$ cat src/rtl/trip_cmp_pkg.sv
package trip_cmp_pkg;

   typedef enum logic {
      ST_NORMAL  = 1'b0,
      ST_TRIPPED = 1'b1
   } trip_state_t;

   typedef struct packed {
      logic gt;
      logic lt;
      logic eq;
   } cmp_flags_t;

endpackage

$ cat src/rtl/trip_magcmp.sv
module trip_magcmp
   import trip_cmp_pkg::*;
#(
   parameter int WIDTH      = 12,
   parameter bit SIGNED_CMP = 1'b1
) (
   input  logic [WIDTH-1:0] a_val,
   input  logic [WIDTH-1:0] b_val,
   output cmp_flags_t       flags
);

   logic a_gt_b;
   logic a_lt_b;

   generate
      if (SIGNED_CMP) begin : g_signed
         assign a_gt_b = $signed(a_val) > $signed(b_val);
         assign a_lt_b = $signed(a_val) < $signed(b_val);
      end else begin : g_unsigned
         assign a_gt_b = a_val > b_val;
         assign a_lt_b = a_val < b_val;
      end
   endgenerate

   always_comb begin
      flags.gt = a_gt_b;
      flags.lt = a_lt_b;
      flags.eq = (a_val == b_val);
   end

endmodule

$ cat src/rtl/trip_sp_sel.sv
module trip_sp_sel #(
   parameter int WIDTH = 12
) (
   input  logic             use_clear,
   input  logic [WIDTH-1:0] trip_lvl,
   input  logic [WIDTH-1:0] clear_lvl,
   output logic [WIDTH-1:0] active_lvl
);

   always_comb begin
      if (use_clear) active_lvl = clear_lvl;
      else           active_lvl = trip_lvl;
   end

endmodule

$ cat src/rtl/trip_fsm.sv
module trip_fsm
   import trip_cmp_pkg::*;
(
   input  logic       clk,
   input  logic       rst_n,
   input  logic       update,
   input  logic       low_mode,
   input  cmp_flags_t flags,
   output logic       tripped
);

   trip_state_t st_q;
   trip_state_t st_d;
   logic        go_trip;
   logic        go_clear;

   always_comb begin
      go_trip  = low_mode ? flags.lt : flags.gt;
      go_clear = low_mode ? flags.gt : flags.lt;
      st_d     = st_q;
      if (update) begin
         case (st_q)
            ST_NORMAL:  if (go_trip)  st_d = ST_TRIPPED;
            ST_TRIPPED: if (go_clear) st_d = ST_NORMAL;
            default:    st_d = ST_TRIPPED;
         endcase
      end
   end

   always_ff @(posedge clk) begin
      if (!rst_n) st_q <= ST_TRIPPED;
      else        st_q <= st_d;
   end

   assign tripped = (st_q == ST_TRIPPED);

   AST_FLAGS_EXCLUSIVE: assert property (@(posedge clk) disable iff (!rst_n)
      $countones({flags.gt, flags.lt, flags.eq}) == 1);
   AST_HOLD_NO_STROBE: assert property (@(posedge clk) disable iff (!rst_n)
      !update |=> $stable(tripped));
   AST_EQ_NO_CHANGE: assert property (@(posedge clk) disable iff (!rst_n)
      (update && flags.eq) |=> $stable(tripped));
   AST_RISE_TRIP: assert property (@(posedge clk) disable iff (!rst_n)
      (update && !low_mode && !tripped && flags.gt) |=> tripped);
   AST_RISE_CLEAR: assert property (@(posedge clk) disable iff (!rst_n)
      (update && !low_mode && tripped && flags.lt) |=> !tripped);
   AST_FALL_TRIP: assert property (@(posedge clk) disable iff (!rst_n)
      (update && low_mode && !tripped && flags.lt) |=> tripped);
   AST_FALL_CLEAR: assert property (@(posedge clk) disable iff (!rst_n)
      (update && low_mode && tripped && flags.gt) |=> !tripped);

endmodule

$ cat src/rtl/dual_sp_trip.sv
module dual_sp_trip
   import trip_cmp_pkg::*;
#(
   parameter int WIDTH      = 12,
   parameter bit SIGNED_CMP = 1'b1
) (
   input  logic             clk,
   input  logic             rst_n,
   input  logic [WIDTH-1:0] sample,
   input  logic [WIDTH-1:0] trip_lvl,
   input  logic [WIDTH-1:0] clear_lvl,
   input  logic             low_mode,
   input  logic             update,
   output logic             trip
);

   localparam int CMP_W = WIDTH;

   generate
      if (WIDTH < 2 || WIDTH > 64) begin : g_bad_width
         $error("dual_sp_trip: WIDTH must be 2..64");
      end
   endgenerate

   logic             tripped_q;
   logic [CMP_W-1:0] active_lvl;
   cmp_flags_t       flags;

   trip_sp_sel #(.WIDTH(CMP_W)) u_sel (
      .use_clear (tripped_q),
      .trip_lvl  (trip_lvl),
      .clear_lvl (clear_lvl),
      .active_lvl(active_lvl)
   );

   trip_magcmp #(.WIDTH(CMP_W), .SIGNED_CMP(SIGNED_CMP)) u_cmp (
      .a_val(sample),
      .b_val(active_lvl),
      .flags(flags)
   );

   trip_fsm u_fsm (
      .clk     (clk),
      .rst_n   (rst_n),
      .update  (update),
      .low_mode(low_mode),
      .flags   (flags),
      .tripped (tripped_q)
   );

   assign trip = tripped_q;

   AST_RESET_TRIPPED: assert property (@(posedge clk)
      !rst_n |=> trip);

endmodule

$ cat config.mk
export PLATFORM = sky130hd
export DESIGN_NAME = dual_sp_trip
export DESIGN_NICKNAME = d
export VERILOG_FILES = /design/src/rtl/trip_cmp_pkg.sv /design/src/rtl/trip_magcmp.sv /design/src/rtl/trip_sp_sel.sv /design/src/rtl/trip_fsm.sv /design/src/rtl/dual_sp_trip.sv
export SDC_FILE = /design/constraint.sdc
export NUM_CORES = 1
export LEC_CHECK = 0
export ABC_AREA = 1
export BUFFER_PORTS_ARGS = -buffer_cell sky130_fd_sc_hd__clkbuf_2
export CAP_MARGIN = 20
export CORE_UTILIZATION = 40
export CTS_CLUSTER_DIAMETER = 60
export DETAILED_ROUTE_END_ITERATION = 8
export PLACE_DENSITY = 0.85
export SLEW_MARGIN = 20
export SYNTH_ARGS = -nofsm -noshare
export SYNTH_HDL_FRONTEND = slang
export SYNTH_SLANG_ARGS = --single-unit
$ cat constraint.sdc
create_clock -name clk -period 2.8 [get_ports clk]
set_clock_uncertainty 0.1 [all_clocks]
set_input_delay 0.42 -clock clk [delete_from_list [all_inputs] [get_ports clk]]
set_output_delay 0.42 -clock clk [all_outputs]
set_load 0.1 [all_outputs]
==> implementation parameters <==
Parameter                              Value

Status
  Run status ... finished, final reports clean

Clock tree
  Buffers inserted by post-CTS timing repair ... 0
  Hold bufs inserted after CTS ... 0
  Clock latency on the worst-skew pair ... 0 ns
  Clock-pin slew reported for the worst setup and hold paths after clock tree synthesis ... 0 ns
  Post-cts sizing count ... 0

Pwr
  Internal cell power ... 89.6 uW
  Sw Pwr ... 89.2 uW
  Peak VDD IR ... 0.115 mV
  Switching Fraction ... 49.9%
  Leakage power figure ... 0.540 nW
  Clock share of power ... 0%
  Flop pwr share ... 12.8%
  Comb power frac ... 87.2%
  Cell Pwr Density ... 229 mW/mm^2

Route
  DRC violation count after routing ... 0
  Vias per cell ... 4.88
  Detailed-router iteration count before antenna repair ... 2
  Aggregate routed wire length ... 1.33 mm
  Post-DRT Antenna Nets ... 0
  Total number of vias ... 649
  Detailed router's first-iteration violation count ... 2
  Routed length per placed instance ... 9.99 um

Yosys
  Synth Instances ... 79
  Count of unique library cells instantiated by Yosys ... 22
  Synth Net Count ... 131
  Synth Area per Inst ... 7.14 um^2
  Cell area after synthesis ... 564 um^2
  Sequential-to-total area share from yosys stat ... 3.55%
  Flip-flop and latch count after synthesis ... 1
  Number of warning messages in the yosys log ... 0

STA
  Final Max Tran Viols ... 0
  Hold Vio Cnt, Final ... 0
  Total Negative Setup Slacks ... 0 ns
  Highest Clock Rate ... 427 MHz
  Post-layout minimum cycle time ... 2.34 ns
  Setup repair after global routing missed its margin ... false
  Worst slew pin tran ... 0.549 ns
  Worst hold slack after final layout ... 0.563 ns
  Worst relative slew slack ... 63.4%
  Setup violations, final ... 0
  Period utilization ... 83.7%

Floorplanning
  Floorplan die area ... 0.00156 mm^2
  Effective utilization at floorplan ... 43.4%
  Count of standard-cell rows ... 13
  Die X-Extent ... 39.6 um
  Boundary Pins ... 41
  Vertical extent of the die ... 39.6 um
  Core area ... 0.00130 mm^2

Layout
  Diodes inserted ... 0
  Most common library cell in the layout ignoring fill and taps ... clkbuf_2
  Fraction of layout cells with a size suffix above 1 ... 42.4%
  Area delta synth->final ... 38.6%
  Commonest non-fill, non-tap cells in the layout ... 40 x clkbuf_2, 20 x nand2_1, 12 x ha_1
  Filler Cell Count ... 139
  Max reg flops ... 1
  Number of nets in the final layout ... 172

Critical path
  Worst endpoint required time ... 2.58 ns
  Worst setup SP type ... flip-flop
  Setup Crit Path Kind ... flip-flop to flip-flop
  CP max FO ... 11
  Critical path endpoint category ... flip-flop
  Cell depth of the worst flop-to-flop path ... 13
  Worst path arrival time ... 2.13 ns

Global routing
  Via count of the first global-routing pass ... 555
  Largest net degree at the start of global routing ... 12
  Aggregate global routing overflow ... 0
  First-pass GRT wire length ... 2.12 mm
  Total global routing track utilization ... 19.2%
  Initial antenna violation count ... 0

Run
  Max Cap Viol ... 0

Place
  Port Buffer Count ... 40
  Placer's final routability congestion estimate ... 0.725
  Detailed placement HPWL ... 1.24 mm

Hold path
  Instance count along the most critical hold path ... 3
  Class of the tightest hold or removal check ... input port to flip-flop
-- path summary, 6_finish.rpt --
| path | startpoint | endpoint | slack (ns) |
|---|---|---|---|
| worst max-delay path | u_fsm.tripped | u_fsm.tripped | 0.46 |
| worst min register to register | u_fsm.tripped | u_fsm.tripped | 0.73 |
| worst max register to register | u_fsm.tripped | u_fsm.tripped | 0.46 |
| worst min-delay path | update | u_fsm.tripped | 0.56 |
-- synthesized netlist by cell type --
cell,n,area [um^2]
a21oi_1,3,15.0
nand4_4,1,21.3
inv_1,11,41.3
nor2_1,2,7.51
a21boi_0,1,7.51
buf_2,1,5.00
nand4_1,2,12.5
mux2i_1,11,110
mux2_2,1,11.3
nor2_4,1,11.3
nand2_1,20,75.1
inv_2,1,3.75
dfxtp_1,1,20.0
clkinv_2,1,5.00
nand3_1,3,15.0
nand3_2,1,10.0
nand2_4,1,11.3
nand2_2,2,12.5
nand3b_1,1,7.51
a21o_1,1,7.51
ha_1,12,150
clkbuf_1,1,3.75
-- power groups by stage --
stage	registers, mW	logic [mW]	clock network, mW
3_5_place_dp	0.0231	0.156	0
5_1_grt	0.0233	0.176	0
3_3_place_gp	0.0226	0.148	0
6_report	0.0229	0.156	0
4_1_cts	0.0231	0.157	0
2_1_floorplan	0.0277	0.105	0
-- stage by stage --
step	cells	area, um^2	setup slack (ns)	utilization (%)	power (mW)
floorplan	79	564	0.0106	-	0.132
global placement	133	782	0.578	60.1	0.171
detailed placement	133	782	0.442	60.1	0.179
CTS	133	782	0.438	60.1	0.180
global route	133	782	0.309	60.1	0.199
finish	133	782	0.456	60.1	0.179
-- layer usage --
layer  global-route usage [%]  up-vias  wire, um
li1                         -      340         -
met1                     19.4      281       492
met2                     41.8       24       750
met3                        0        4        67
met4                     3.45        0        18
met5                        0        -         0
-- area by class of cell --
cell class	instances	area, um^2	share of cell area [%]
timing repair buffer	41	208	26.6
tap	15	18.8	2.40
sequential	1	20.0	2.56
multi-input combinational	63	485	62.1
inverter	13	50.0	6.40
-- worst max-delay path: stages (launching register included) --
cell and delay (ns):
dfxtp_1 0.64, buf_4 0.25, mux2i_1 0.21, ha_1 0.30, nand2_1 0.09, nand2_1 0.05
nand2_1 0.05, nand2_1 0.04, nand2_1 0.12, nand3_2 0.09, nand2_1 0.07, nand3_1 0.06
nand3_1 0.08, nand2_1 0.05
-- cell families (layout without fill, tap and decap cells) --
family | Yosys count | after routing | share of synthesized area, %
AND/OR/NAND/NOR | 34 | 34 | 32.6
buffers and inverters | 15 | 54 | 10.4
adder cells (fa/ha/maj) | 12 | 12 | 26.6
multiplexers | 12 | 12 | 21.5
AO/OA/AOI/OAI | 5 | 5 | 5.32
flip-flops | 1 | 1 | 3.55
No activity file was read; power rests on OpenSTA's default activity.
